## src/rtl/outer_bank_pkg.sv

```systemverilog
package outer_bank_pkg;
  localparam int REG_W      = 8;
  localparam int NUM_REGS   = 4;
  localparam int IDX_W      = $clog2(NUM_REGS);
  localparam int LOCK_BIT   = 6;
  localparam int CHR_EN_BIT = 3;
  localparam int CHR_HI_BIT = 4;
  localparam int SIZE_W     = 3;
  localparam int PRG_MASK_W = 6;

  typedef struct packed {
    logic             wrEn;
    logic [IDX_W-1:0] wrSel;
  } cfgWrCmd_t;
endpackage

```

## src/rtl/outer_bank_ctrl.sv

```systemverilog
module outer_bank_ctrl
  import outer_bank_pkg::*;
#(
  parameter int ADDR_W  = 16,
  parameter int TAG_W   = 3,
  parameter logic [TAG_W-1:0] WIN_TAG = 3'b011
) (
  input  logic              clk,
  input  logic              rstN,
  input  logic              cpuWr,
  input  logic [ADDR_W-1:0] cpuAddr,
  input  logic              locked,
  output cfgWrCmd_t         cmd
);
  logic             inWin;
  logic [IDX_W-1:0] wrIdx;

  assign inWin     = (cpuAddr[ADDR_W-1 -: TAG_W] == WIN_TAG);
  assign cmd.wrEn  = cpuWr && inWin && !locked;
  assign cmd.wrSel = wrIdx;

  always_ff @(posedge clk) begin
    if (!rstN)         wrIdx <= '0;
    else if (cmd.wrEn) wrIdx <= wrIdx + 1'b1;
  end


  index_step_chk: assert property (@(posedge clk) disable iff (!rstN)
    cmd.wrEn |=> wrIdx == $past(wrIdx) + 1'b1);

  window_gate_chk: assert property (@(posedge clk) disable iff (!rstN)
    (cpuAddr[ADDR_W-1 -: TAG_W] != WIN_TAG) |=> $stable(wrIdx));
endmodule

```

## src/rtl/outer_bank_dp.sv

```systemverilog
module outer_bank_dp
  import outer_bank_pkg::*;
#(
  parameter int INNER_W = 8,
  parameter int CHR_W   = 9
) (
  input  logic               clk,
  input  logic               rstN,
  input  cfgWrCmd_t          cmd,
  input  logic [REG_W-1:0]   wrData,
  input  logic [INNER_W-1:0] innerPrg,
  input  logic [INNER_W-1:0] innerChr,
  output logic               locked,
  output logic [INNER_W-1:0] prgBank,
  output logic [CHR_W-1:0]   chrBank
);
  localparam int FLAT_W = REG_W * NUM_REGS;

  logic [REG_W-1:0]   cfgRegs [NUM_REGS];
  logic [FLAT_W-1:0]  regFlat;
  logic [INNER_W-1:0] prgClear;
  logic [INNER_W-1:0] chrMask;
  logic [INNER_W-1:0] chrLow;
  logic [SIZE_W-1:0]  chrSize;

  for (genvar g = 0; g < NUM_REGS; g++) begin : g_reg
    always_ff @(posedge clk) begin
      if (!rstN)
        cfgRegs[g] <= '0;
      else if (cmd.wrEn && cmd.wrSel == IDX_W'(g))
        cfgRegs[g] <= wrData;
    end
    assign regFlat[g*REG_W +: REG_W] = cfgRegs[g];
  end

  assign locked   = cfgRegs[3][LOCK_BIT];
  assign prgClear = INNER_W'(cfgRegs[3][PRG_MASK_W-1:0]);
  assign prgBank  = (innerPrg & ~prgClear) | INNER_W'(cfgRegs[1]);

  assign chrSize = cfgRegs[2][SIZE_W-1:0];
  always_comb begin
    if (cfgRegs[2][CHR_EN_BIT])
      chrMask = {INNER_W{1'b1}} >> (INNER_W - 1 - int'(chrSize));
    else
      chrMask = '0;
  end
  assign chrLow  = innerChr & chrMask;
  assign chrBank = CHR_W'(chrLow) | CHR_W'(cfgRegs[0])
                 | (CHR_W'(cfgRegs[2][CHR_HI_BIT]) << INNER_W);


  store_chk: assert property (@(posedge clk) disable iff (!rstN)
    cmd.wrEn |=> cfgRegs[$past(cmd.wrSel)] == $past(wrData));

  lock_freeze_chk: assert property (@(posedge clk) disable iff (!rstN)
    locked |=> $stable(regFlat));

  prg_offset_chk: assert property (@(posedge clk) disable iff (!rstN)
    (prgBank & INNER_W'(cfgRegs[1])) == INNER_W'(cfgRegs[1]));

  chr_off_chk: assert property (@(posedge clk) disable iff (!rstN)
    !cfgRegs[2][CHR_EN_BIT] |-> chrBank[INNER_W-1:0] == INNER_W'(cfgRegs[0]));
endmodule

```

## src/rtl/outer_bank_top.sv

```systemverilog
module outer_bank_top
  import outer_bank_pkg::*;
#(
  parameter int ADDR_W  = 16,
  parameter int INNER_W = 8,
  parameter int CHR_W   = 9
) (
  input  logic               clk,
  input  logic               rstN,
  input  logic               cpuWr,
  input  logic [ADDR_W-1:0]  cpuAddr,
  input  logic [REG_W-1:0]   cpuData,
  input  logic [INNER_W-1:0] innerPrg,
  input  logic [INNER_W-1:0] innerChr,
  output logic [INNER_W-1:0] prgBank,
  output logic [CHR_W-1:0]   chrBank
);
  cfgWrCmd_t wrCmd;
  logic      locked;

  outer_bank_ctrl #(.ADDR_W(ADDR_W)) u_ctrl (
    .clk(clk), .rstN(rstN), .cpuWr(cpuWr), .cpuAddr(cpuAddr),
    .locked(locked), .cmd(wrCmd)
  );

  outer_bank_dp #(.INNER_W(INNER_W), .CHR_W(CHR_W)) u_dp (
    .clk(clk), .rstN(rstN), .cmd(wrCmd), .wrData(cpuData),
    .innerPrg(innerPrg), .innerChr(innerChr), .locked(locked),
    .prgBank(prgBank), .chrBank(chrBank)
  );
endmodule

```

## config.mk

```make
export PLATFORM = sky130hd
export DESIGN_NAME = outer_bank_top
export DESIGN_NICKNAME = d
export VERILOG_FILES = /design/src/rtl/outer_bank_pkg.sv /design/src/rtl/outer_bank_ctrl.sv /design/src/rtl/outer_bank_dp.sv /design/src/rtl/outer_bank_top.sv
export SDC_FILE = /design/constraint.sdc
export NUM_CORES = 1
export LEC_CHECK = 0
export BUFFER_PORTS_ARGS = -buffer_cell sky130_fd_sc_hd__buf_4
export CAP_MARGIN = 20
export CORE_UTILIZATION = 42
export DETAILED_ROUTE_END_ITERATION = 6
export HOLD_SLACK_MARGIN = 0.15
export PLACE_DENSITY = 0.75
export SYNTH_ARGS = -nofsm -noshare
export SYNTH_HDL_FRONTEND = slang
export SYNTH_HIERARCHICAL = 1
export SYNTH_SLANG_ARGS = --single-unit
```

## constraint.sdc

```tcl
create_clock -name clk -period 1.87 [get_ports clk]
set_input_delay 0.374 -clock clk [delete_from_list [all_inputs] [get_ports clk]]
set_output_delay 0.374 -clock clk [all_outputs]
set_load 0.1 [all_outputs]
```

==> Yosys cells after proc, flatten, opt, wreduce, memory -nomap -nowiden <==
Memory sizes are Yosys's and may differ from the RTL's.
Index checks and enable logic that the tools add are counted.
{ "totals": {"out_inout_bits": 17, "wordCells": 45, "latchBits": 0, "mem_bits_rw": 32, "n_memories": 1, "inputBits": 43, "rom_bits": 0, "register_bits": 2} }
{ "mem_list": {"columns": ["name", "words", "width", "read_ports", "rd_clocked_by_memory_dff", "wr", "line", "source"], "rows": [
  ["u_dp.cfgRegs", 4, 8, 4, 0, 4, "outer_bank_dp.sv:19", "logic [REG_W-1:0] cfgRegs [NUM_REGS];"]
]} }
{ "op_classes": {"muxes": 18, "div": 0, "reduce_logical": 8, "multipliers": 0, "order_cmp": 0, "n_addsub": 2, "bitwise_logic": 10, "n_eq_ne": 4, "n_shift": 1} }
{ "ops": {"columns": ["operator", "count"], "rows": [
  ["$mux 8", 5],
  ["$shr 8x32->8 const A", 1],
  ["$and 8x8->8", 2],
  ["$or 8x8->8", 2],
  ["$mux 1", 13],
  ["$or 9x9->9", 1],
  ["$not 6->8", 1],
  ["$logic_and 1x1->1", 6],
  ["$eq 2x2->1 const B", 2],
  ["$or 1x1->1", 4],
  ["$sub 3x3->4 const A", 1],
  ["$eq 3x2->1 const B", 1],
  ["$add 2x1->2 const B", 1],
  ["$eq 2x1->1 const B", 1],
  ["$logic_not 2->1", 1],
  ["$logic_not 1->1", 1]
]} }

==> Depth between registers and ports, before layout <==
{ "depth": {"word_depth": 8, "ltp_mapped": 4, "mapped_depth_nobuf": 4} }

==> Cells and area by module <==
Netlist, hierarchy kept.
{ "modules_own_cells": {"columns": ["mod", "instances", "seq_area_each_um2", "cells_per_inst", "area_per_inst_um2"], "rows": [
  ["outer_bank_dp", 1, 840.8, 98, 1297.5],
  ["outer_bank_ctrl", 1, 40.0, 11, 113.9]
]} }

==> Worst setup path after synthesis <==
No wires, ideal clock.
{ "synth_path": {"path_type": "reg-to-output", "startpoint": "memory u_dp.cfgRegs[2][3] (netlist: u_dp/cfgRegs[1][3])", "endpoint": "output port chrBank[3]", "arrival_ns": 1.882, "setup_slack_ns": -0.386, "path_stages_with_launch": 3, "n_path_buf": 0, "path_cell_list": "edfxtp_1 > nand2_1 > o21bai_1"} }
{ "synth_lines": {"columns": ["element", "line", "source"], "rows": [
  ["start, declared", "outer_bank_dp.sv:19", null],
  ["end, declared", "outer_bank_top.sv:16", "output logic [CHR_W-1:0] chrBank"]
]} }

==> metrics <==
status=completed; clk buf depth=2; via/cell ratio=~4.8; setup violators final=0; startpoint type of the worst setup path=flop; layout cell share with drive strength beyond 1=40.8%; fin nets=between 200 and 250; Buffers on Ports=46; Antenna diodes=0; Worst Skew=approximately 0.011 ns; Max IR drop VDD=between 0.2 and 0.3 mV; initial antenna violation count=0; PnR worst setup slack=0.0330 ns; WHS Path Cells=2; Crit-path slowest cell=edfxtp_1; Final period util=a little over nine tenths; R2R Path End=u_dp/cfgRegs[0][8]; Setup CP Type=reg2out; Arrival @ worst endpoint=about 1.5 ns; Routability Congestion=~0.73; dpl cells=203; Worst Path Max Fanout=5; Pint=~1 mW; GRT Overall Usage=between 15 and 20%; syn_nets=152; Reg2Reg Launch Point=u_dp/cfgRegs[1][14]; crit path time final=around 1.8 ns; via count=about 1,000; Clk Latency, worst-skew pair=between 0.3 and 0.4 ns; routed wire length=between 2000 and 3000 microns; Worst path max stage delay=between 0.4 and 0.5 ns; initial DRC count=36; mapped cell area=about 0.0014 sq mm; Clk network pwr share=between 20% and 30%; combinational cell fraction of total power=about 21%; RSZ-0062 raised after global routing=yes; power per cell area=roughly 740 mW/mm^2; met1 Use GR=roughly a fifth; Die Span X=around 60 microns; CP required=around 1.5 ns; Seq cells post-synth=30; full die area=0.00360 sq mm; area share of the largest cell type after synthesis=just under 60%; yosys warns=6; Initial Util=approximately 45%; Die Ht=between 50 and 60 microns; fmax=about 540 MHz; CP cell instances=and3_1, a31o_2, buf_6; min-delay src=cpuData[2]; Top Family by Delay on Critical Path=flip-flops; LEAKAGE=0.852 nW; Gate Count Post-Synth=approximately 110; Mapped Avg Cell Area=12.9 sq um; biggest area consumer among synthesized cells=edfxtp_1; Clock transition at path regs=0.09 ns; HP Class=in2reg; most frequent cell after synthesis=edfxtp_1; CP Buf/Inv Count=1; met3 Usage GRT=5.84%; first-pass GRT wire length=about 4400 microns; Synth-to-Final Area Change=37.1%; ys async rst share=0%; non-filler cells in the finished layout=roughly 210; Min-Delay Endpoint=u_dp/cfgRegs[0][2]; number of flops mapped to enable cells by yosys=28; vias in the first global route=between 900 and 1,000; io pins=60; Fin Setup TNS=0 ns; Core Rows=20; 1st-pass router iterations=4; Yosys cell types=28; NetSw=approximately 410 uW; Worst slew margin=between 70% and 80%; met2 Resource Use GR=between 30% and 40%; post-DR wirelength/cell=13.0 microns; tightest hold margin=between 0.3 and 0.4 ns; Flop pwr share=between 50% and 60%; # fillers=262; DP Worst Slack=~0.21 ns; Clock Tree Root=clkbuf_4; CTS Buf Count=5; H-tree depth=2; Seq/Total Area, Yosys=between 60 and 70%; R2R Setup Slk=0.43 ns; Most Crowded Layer GR=met2; final antenna-violating net count=0; synth cell count leaders=edfxtp_1, and2_1, a21o_1; Critical Path Source=u_dp/cfgRegs[1][2]; Core Box Area=0.00313 sq mm; total gr overflow=0; Max Cap Viol=0; largest cells by area after synthesis=edfxtp_1, and2_1, a21o_1, dfxtp_1, nand2b_1; Clock Sinks=30; Slew Limit Fails=0; CTS tree=yes; post-DP HPWL=between 2000 and 2500 microns; final hold vios=0; Worst setup EP type=primary output; FF-to-FF path depth=4; maximum number of pins on one net before global-route repair=14; Slew @ Worst Pin=0.310 ns; Synth Flop Type=edfxtp_1; detailed-route DRC error count=0; Net Sw Frac=around 28%
## worst max-delay path by stage
stage                     endpoint  cells after the start
2_1_floorplan   u_dp/cfgRegs[0][0]                      4
3_3_place_gp   u_dp/cfgRegs[0][11]                      6
3_5_place_dp   u_dp/cfgRegs[0][12]                      6
4_1_cts                 chrBank[7]                      3
5_1_grt                 chrBank[1]                      3
6_report                chrBank[7]                      3
## kinds of logic (layout without fill, tap and decap cells)
| family | count (synthesis) | count (layout) | share of synthesized area [%] |
|---|---|---|---|
| simple gates | 49 | 49 | 24.0 |
| flops | 30 | 30 | 62.4 |
| compound gates | 21 | 21 | 10.5 |
| buf+inv | 8 | 68 | 2.39 |
| mux | 1 | 1 | 0.709 |
## per-stage QoR
step / utilization (%) / power, mW / cell area (sq um)
6_report: 61.8 / 1.43 / 1930
5_1_grt: 61.8 / 1.50 / 1930
4_1_cts: 61.4 / 1.45 / 1920
3_5_place_dp: 59.0 / 1.07 / 1850
3_3_place_gp: 59.0 / 1.06 / 1850
2_1_floorplan: - / 0.964 / 1420
## area by class of cell
cell class                 count  area [sq um]  area share [%]
clock buffer                   7          55.1            2.85
inverter                       7          26.3            1.36
multi-input combinational     71           500            25.9
sequential                    30           881            45.5
tap                           44          55.1            2.85
timing repair buffer          54           417            21.5
## metal layers
layer	share of wire, %	vias up	wire length [microns]
li1	-	513	-
met1	39	472	1080
met2	54	32	1490
met3	5.8	4	161
met4	1.1	0	29
met5	0	-	0
## registers in the layout (all words and copies together), names as in the netlist
name          count
u_ctrl/wrIdx      2
u_dp/cfgRegs     28
## power by group through the flow
stage          clock network (mW)  logic (mW)  registers, mW
6_report                    0.374       0.293          0.764
2_1_floorplan                   0       0.187          0.777
5_1_grt                     0.425       0.306          0.767
3_5_place_dp                    0       0.288          0.781
4_1_cts                     0.389       0.293          0.764
3_3_place_gp                    0       0.284          0.779
## cells in the final DEF, fill, tap and decap left out, types with 3 or more instances in the layout
cell | netlist | final
inv_1 | 7 | 7
edfxtp_1 | 28 | 28
buf_6 | 0 | 3
clkbuf_4 | 0 | 5
nand2b_1 | 5 | 5
a21o_1 | 8 | 8
buf_4 | 1 | 51
and2_1 | 26 | 26
o21ai_0 | 5 | 5
nand2_1 | 4 | 4
## what timing repair did
| item | in CTS | in global routing |
|---|---|---|
| gates cloned | 0 | 0 |
| setup endpoints to repair | 1 | 4 |
| setup buffers | 2 | 1 |
| hold buffers | 0 | 0 |
| resized for setup | 1 | 2 |
Note: power is estimated with default switching activity, not from simulation.
